==> src/rtl/sc_commit_pkg.sv <==
package sc_commit_pkg;

  typedef enum logic [1:0] {
    KIND_OP    = 2'd0,
    KIND_LOAD  = 2'd1,
    KIND_STORE = 2'd2
  } opKind_e;

  // strobes from control to datapath
  typedef struct packed {
    logic push;
    logic pop;
    logic flush;
    logic fixPc;
    logic useResp;
  } ctlStrobe_t;

endpackage

==> src/rtl/sc_commit_datapath.sv <==
module sc_commit_datapath
  import sc_commit_pkg::*;
#(
  parameter int Depth   = 8,
  parameter int PcW     = 16,
  parameter int AddrW   = 16,
  parameter int DataW   = 16,
  parameter int PcStep  = 4,
  parameter int ResetPc = 0
) (
  input  logic             clk,
  input  logic             rstN,
  input  ctlStrobe_t       ctl,
  input  logic [1:0]       allocKind,
  input  logic [PcW-1:0]   allocPc,
  input  logic [PcW-1:0]   allocNextPc,
  input  logic [AddrW-1:0] allocAddr,
  input  logic [DataW-1:0] allocData,
  input  logic [DataW-1:0] memRespData,
  output logic             headValid,
  output logic             full,
  output logic [1:0]       headKind,
  output logic             pcMatch,
  output logic             valMatch,
  output logic [PcW-1:0]   headPc,
  output logic [AddrW-1:0] headAddr,
  output logic [DataW-1:0] headData,
  output logic [PcW-1:0]   expPc,
  output logic [PcW-1:0]   fixPcVal,
  output logic [DataW-1:0] commitData
);

  localparam int IdxW = (Depth > 1) ? $clog2(Depth) : 1;
  localparam int CntW = $clog2(Depth + 1);
  localparam logic [IdxW-1:0] LastIdx = IdxW'(Depth - 1);

  logic [1:0]       kindMem [Depth];
  logic [PcW-1:0]   pcMem   [Depth];
  logic [PcW-1:0]   nextMem [Depth];
  logic [AddrW-1:0] addrMem [Depth];
  logic [DataW-1:0] dataMem [Depth];

  logic [IdxW-1:0] headIdx, tailIdx;
  logic [CntW-1:0] count;
  logic [PcW-1:0]  expPcQ;

  // storage: one writable slot per entry
  for (genvar g = 0; g < Depth; g++) begin : gSlot
    always_ff @(posedge clk) begin
      if (ctl.push && tailIdx == IdxW'(g)) begin
        kindMem[g] <= allocKind;
        pcMem[g]   <= allocPc;
        nextMem[g] <= allocNextPc;
        addrMem[g] <= allocAddr;
        dataMem[g] <= allocData;
      end
    end
  end

  always_ff @(posedge clk) begin
    if (!rstN) begin
      headIdx <= '0;
      tailIdx <= '0;
      count   <= '0;
      expPcQ  <= PcW'(ResetPc);
    end else begin
      if (ctl.fixPc) begin
        expPcQ <= fixPcVal;
      end else if (ctl.pop) begin
        expPcQ <= nextMem[headIdx];
      end
      if (ctl.flush) begin
        headIdx <= '0;
        tailIdx <= '0;
        count   <= '0;
      end else begin
        if (ctl.push) tailIdx <= (tailIdx == LastIdx) ? '0 : tailIdx + 1'b1;
        if (ctl.pop)  headIdx <= (headIdx == LastIdx) ? '0 : headIdx + 1'b1;
        count <= count + CntW'(ctl.push) - CntW'(ctl.pop);
      end
    end
  end

  always_comb begin
    headValid  = (count != '0);
    full       = (count == CntW'(Depth));
    headKind   = kindMem[headIdx];
    headPc     = pcMem[headIdx];
    headAddr   = addrMem[headIdx];
    headData   = dataMem[headIdx];
    expPc      = expPcQ;
    pcMatch    = (headPc == expPcQ);
    valMatch   = (memRespData == headData);
    fixPcVal   = headPc + PcW'(PcStep);
    commitData = ctl.useResp ? memRespData : headData;
  end

endmodule

==> src/rtl/sc_commit_control.sv <==
module sc_commit_control
  import sc_commit_pkg::*;
(
  input  logic       clk,
  input  logic       rstN,
  input  logic       headValid,
  input  logic       full,
  input  logic [1:0] headKind,
  input  logic       pcMatch,
  input  logic       valMatch,
  input  logic       allocValid,
  input  logic       memReqReady,
  input  logic       memRespValid,
  output ctlStrobe_t ctl,
  output logic       allocReady,
  output logic       memReqValid,
  output logic       commitValid,
  output logic       redirectValid
);

  logic busy;
  logic isMem, isLoad, pcBad, respHit, loadBad, commitOp;

  always_comb begin
    isMem    = (headKind == KIND_LOAD) || (headKind == KIND_STORE);
    isLoad   = (headKind == KIND_LOAD);
    pcBad    = headValid && !busy && !pcMatch;
    commitOp = headValid && !busy && pcMatch && !isMem;
    respHit  = busy && memRespValid;
    loadBad  = respHit && isLoad && !valMatch;

    memReqValid   = headValid && !busy && pcMatch && isMem;
    commitValid   = commitOp || respHit;
    redirectValid = pcBad || loadBad;
    allocReady    = !full && !redirectValid;

    ctl.push    = allocValid && allocReady;
    ctl.pop     = commitValid;
    ctl.flush   = redirectValid;
    ctl.fixPc   = loadBad;
    ctl.useResp = respHit && isLoad;
  end

  always_ff @(posedge clk) begin
    if (!rstN) begin
      busy <= 1'b0;
    end else if (memReqValid && memReqReady) begin
      busy <= 1'b1;
    end else if (respHit) begin
      busy <= 1'b0;
    end
  end

endmodule

==> src/rtl/spec_commit_unit.sv <==
module spec_commit_unit
  import sc_commit_pkg::*;
#(
  parameter int Depth   = 8,
  parameter int PcW     = 16,
  parameter int AddrW   = 16,
  parameter int DataW   = 16,
  parameter int PcStep  = 4,
  parameter int ResetPc = 0
) (
  input  logic             clk,
  input  logic             rstN,
  input  logic             allocValid,
  output logic             allocReady,
  input  logic [1:0]       allocKind,
  input  logic [PcW-1:0]   allocPc,
  input  logic [PcW-1:0]   allocNextPc,
  input  logic [AddrW-1:0] allocAddr,
  input  logic [DataW-1:0] allocData,
  output logic             memReqValid,
  input  logic             memReqReady,
  output logic             memReqWrite,
  output logic [AddrW-1:0] memReqAddr,
  output logic [DataW-1:0] memReqData,
  input  logic             memRespValid,
  input  logic [DataW-1:0] memRespData,
  output logic             commitValid,
  output logic [1:0]       commitKind,
  output logic [PcW-1:0]   commitPc,
  output logic [DataW-1:0] commitData,
  output logic             redirectValid,
  output logic [PcW-1:0]   redirectPc
);

  ctlStrobe_t       ctl;
  logic             headValid, full, pcMatch, valMatch;
  logic [1:0]       headKind;
  logic [PcW-1:0]   headPc, expPc, fixPcVal;
  logic [AddrW-1:0] headAddr;
  logic [DataW-1:0] headData;

  sc_commit_datapath #(
    .Depth(Depth), .PcW(PcW), .AddrW(AddrW), .DataW(DataW),
    .PcStep(PcStep), .ResetPc(ResetPc)
  ) u_dp (
    .clk(clk), .rstN(rstN), .ctl(ctl),
    .allocKind(allocKind), .allocPc(allocPc), .allocNextPc(allocNextPc),
    .allocAddr(allocAddr), .allocData(allocData), .memRespData(memRespData),
    .headValid(headValid), .full(full), .headKind(headKind),
    .pcMatch(pcMatch), .valMatch(valMatch), .headPc(headPc),
    .headAddr(headAddr), .headData(headData), .expPc(expPc),
    .fixPcVal(fixPcVal), .commitData(commitData)
  );

  sc_commit_control u_ctl (
    .clk(clk), .rstN(rstN), .headValid(headValid), .full(full),
    .headKind(headKind), .pcMatch(pcMatch), .valMatch(valMatch),
    .allocValid(allocValid), .memReqReady(memReqReady),
    .memRespValid(memRespValid), .ctl(ctl), .allocReady(allocReady),
    .memReqValid(memReqValid), .commitValid(commitValid),
    .redirectValid(redirectValid)
  );

  assign memReqWrite = (headKind == KIND_STORE);
  assign memReqAddr  = headAddr;
  assign memReqData  = headData;
  assign commitKind  = headKind;
  assign commitPc    = headPc;
  assign redirectPc  = ctl.fixPc ? fixPcVal : expPc;

endmodule

==> config.mk <==
export PLATFORM = sky130hd
export DESIGN_NAME = spec_commit_unit
export DESIGN_NICKNAME = d
export VERILOG_FILES = /design/src/rtl/sc_commit_pkg.sv /design/src/rtl/sc_commit_datapath.sv /design/src/rtl/sc_commit_control.sv /design/src/rtl/spec_commit_unit.sv
export SDC_FILE = /design/constraint.sdc
export NUM_CORES = 1
export LEC_CHECK = 0
export BUFFER_PORTS_ARGS = -buffer_cell sky130_fd_sc_hd__clkbuf_2
export CAP_MARGIN = 20
export CORE_UTILIZATION = 60
export CTS_CLUSTER_DIAMETER = 30
export CTS_CLUSTER_SIZE = 28
export DETAILED_ROUTE_END_ITERATION = 8
export GPL_TIMING_DRIVEN = 0
export HOLD_SLACK_MARGIN = 0.08
export PLACE_DENSITY = 0.8
export SYNTH_ARGS = -nofsm -noshare
export SYNTH_HDL_FRONTEND = slang
export SYNTH_SLANG_ARGS = --single-unit
==> constraint.sdc <==
create_clock -name clk -period 8 [get_ports clk]
set_clock_uncertainty 0.2 [all_clocks]
set_input_delay 2 -clock clk [delete_from_list [all_inputs] [get_ports clk]]
set_output_delay 2 -clock clk [all_outputs]
set_load 0.05 [all_outputs]
==> results by group <==
Power
  • Switching Fraction: 29.1%
  • Pwr Density: 343 nW/um^2
  • Internal power: a little under 7 mW
  • Sequential Power Share: roughly 38%
  • Final total power: ~9.5 mW
  • Psw: 2.77 mW
  • Peak supply drop: approximately 350 uV
  • Lkg Pwr: 9.49 nW
  • Clk pwr share: about 44%
  • Comb power frac: 17.9%

Route
  • DR DRC count: 0
  • Vias: 12,700
  • Final wirelength: 54,000 um
  • Vias per cell: 6.19
  • Initial DRC Count: 1,143
  • Per-cell routed wire length: 26.3 um
  • Antenna Violating Nets Remaining: 0
  • First-pass iteration count of the detailed router: 6

Critical path
  • Critical-path maximum fanout: 19
  • Arr. time, crit path: 5620 ps
  • Reg-to-reg setup timing slack: 1590 ps
  • Critical path type: reg -> out
  • Type of origin of the critical path: register
  • Crit-path max cell delay: 580 ps
  • CP endpoint kind: output port
  • CP max-delay cell: o31ai_1
  • Most common cell on crit path: buf_2
  • Worst Path Required: 5800 ps
  • Crit path cell chain: buf_4 > buf_4 > buf_2 > buf_1 > mux4_2 > mux2i_1 > xor2_1 > nand4_1 > o31ai_1 > buf_2 > buf_2 > nand2_1 > a21oi_1 > clkbuf_2

Finish
  • Core Util, Final: between 70 and 80%
  • FILL cells: 2,000
  • Most common cell after layout, fill and taps aside: edfxtp_1
  • Sequential Area: 16,500 sq um
  • Layout cells sized above 1: 34.9%
  • Multi-input logic area: 5770 sq um
  • Most frequent cells in the layout: edfxtp_1 (528), clkbuf_2 (176), mux4_2 (99), clkbuf_16 (99), mux2i_1 (81)
  • Area Growth Syn to Fin: 22.7%
  • Final #Nets: 1,570

STA
  • RSZ-0062 raised after global routing: false
  • Fin. max-slew vios: 0
  • Slew headroom: 30.3%
  • Worst slew pin tran: approximately 1000 ps
  • Setup violators final: 0
  • Crit path time final: 7820 ps
  • Fmax achieved: 128 MHz
  • Fin. Hold Viols: 0
  • Final worst slack: 177 ps
  • Fin crit share: between 90% and 100%

Synthesis
  • Mapped Cells: approximately 1,200
  • Distinct cells, synth: 57
  • Sequential area share after synthesis: around 73%
  • Top FF cell, synth: edfxtp_1
  • Number of synthesized flops with an enable pin: around 530
  • Post-synthesis register bit count: 558
  • Synthesized area per cell: about 19 sq um
  • Mapped cell area: 22,600 sq um
  • Asr flop ratio synth: 0%
  • Net Count, Synth: 1,296
  • Synth Warn #: 0

Clocking
  • Number of buffers created by CTS: 97
  • CTS tree: yes
  • CTS sink cnt: 558
  • CTS max path bufs: 3
  • H-tree Lvls: 3
  • Worst-Skew Late Latency: 630 ps
  • CTS root buf: clkbuf_16
  • CTS Hold Bufs: 0
  • Clock slew at reported path FFs: ~50 ps

Outcome
  • Status: finished, final reports clean

GRT
  • GRT Util Overall: 28.7%
  • GRT overflow: 0
  • Global-route wire length before repair: 79,700 um
  • Initial antenna violation count: 4
  • Vias in the first global route: approximately 13,000
  • Largest net degree at the start of global routing: 49

Die
  • Die Y: 196 um
  • Die width: 196 um
  • CORE AREA: 36,900 sq um
  • Io pins: 174
  • Die area: approximately 38,000 sq um
  • Initial Util: 61.3%
  • # rows: 70

Placed design
  • HPWL after DPL: 30,400 um
  • IO buf count: 173
  • DP Worst Slack: -686 ps
  • GPL Wtd Cong: 0.905

Flow run
  • Maxcap violations: 0

Worst hold path
  • Hold Crit Class: reg -> reg
path summary, 6_finish.rpt:
check / startpoint / end / cells after the start
setup / recovery: register / allocReady / 14
setup reg to reg: register / u_dp.count[2]$_SDFF_PP0_ / 23
hold reg to reg: u_dp.headIdx[1]$_SDFFE_PP0N_ / u_dp.headIdx[1]$_SDFFE_PP0N_ / 2
hold / removal: u_dp.headIdx[1]$_SDFFE_PP0N_ / u_dp.headIdx[1]$_SDFFE_PP0N_ / 2
flip-flops by register name (all words and copies together) (netlist names), named ones only:
| register | count |
|---|---|
| u_dp.addrMem | 128 |
| u_dp.dataMem | 128 |
| u_dp.nextMem | 128 |
| u_dp.pcMem | 128 |
| u_dp.expPc | 16 |
| u_dp.kindMem | 16 |
| u_dp.count | 4 |
| u_dp.headIdx | 3 |
| u_dp.tailIdx | 3 |
| u_ctl.busy | 1 |
logic make-up after synthesis:
group	after synthesis	share of synthesized area [%]
AOI/OAI and AO/OA	94	2.93
DFF	558	72.8
adders and majority gates	18	1.03
buffers and inverters	91	1.91
muxes	232	16.1
xor gates and xnor gates	32	1.24
and+or+nand+nor	166	4.03
area by class of cell:
class                      count  area share, %
sequential                   558           59.3
antenna                        2         0.0180
buffer                        50           1.04
tap                          504           2.27
inverter                      33          0.446
clock buffer                 109           9.14
multi-input combinational    542           20.8
timing repair buffer         183           3.97
clock inverter                73           3.04
power by group through the flow:
stage,clock network (mW),logic (mW),registers (mW)
6_report,4.20,1.70,3.61
5_1_grt,4.37,1.78,3.62
4_1_cts,4.23,1.69,3.61
3_5_place_dp,0,1.66,3.64
3_3_place_gp,0,1.60,3.65
2_1_floorplan,0,1.18,3.63
timing repair:
action                     CTS  global route
pin swaps                    0             0
setup buffers                2             0
resized for setup            9             1
setup endpoints to repair   35            13
worst max-delay path, delay by kind of cell (launching register included):
kind            cells  cell delay [ps]
buf+inv             7             2460
compound gates      2              780
xor+xnor            1              230
simple gates        2              320
mux                 2              850
flops               1              340
metal layers:
| metal | part of all wire, % | global-route usage [%] | vias to the layer above |
|---|---|---|---|
| met5 | 0.022 | 0 | - |
| met4 | 3.0 | 12.6 | 2 |
| met3 | 7.7 | 5.91 | 110 |
| met2 | 51 | 48.4 | 654 |
| met1 | 38 | 36.5 | 6530 |
| li1 | - | - | 5427 |
Yosys cell counts (11+ instances only):
cell type / count / area, sq um
nand4_1: 15 / 93.8
mux2i_1: 81 / 811
o31ai_1: 11 / 82.6
a22o_1: 19 / 166
xor2_1: 15 / 131
o21ai_0: 21 / 105
mux2_2: 49 / 552
nand2_1: 39 / 146
xnor2_1: 17 / 149
ha_1: 17 / 213
edfxtp_1: 528 / 15900
or3_1: 11 / 68.8
mux4_2: 99 / 2230
dfxtp_1: 30 / 601
inv_1: 33 / 124
nor2_1: 28 / 105
clkbuf_1: 26 / 97.6
nand3_1: 15 / 75.1
and3_1: 12 / 75.1
through the flow:
| stage | setup TNS, ps | instance area, sq um | hold WS (ps) | cells |
|---|---|---|---|---|
| floorplan | 0 | 22600 | 250 | 1191 |
| global placement | -675370 | 24100 | 272 | 1868 |
| detailed placement | -8710 | 24400 | 285 | 1876 |
| CTS | 0 | 27700 | 291 | 2054 |
| global route | 0 | 27700 | 303 | 2054 |
| finish | 0 | 27700 | 294 | 2054 |
Note: power is estimated with default switching activity, not from simulation.
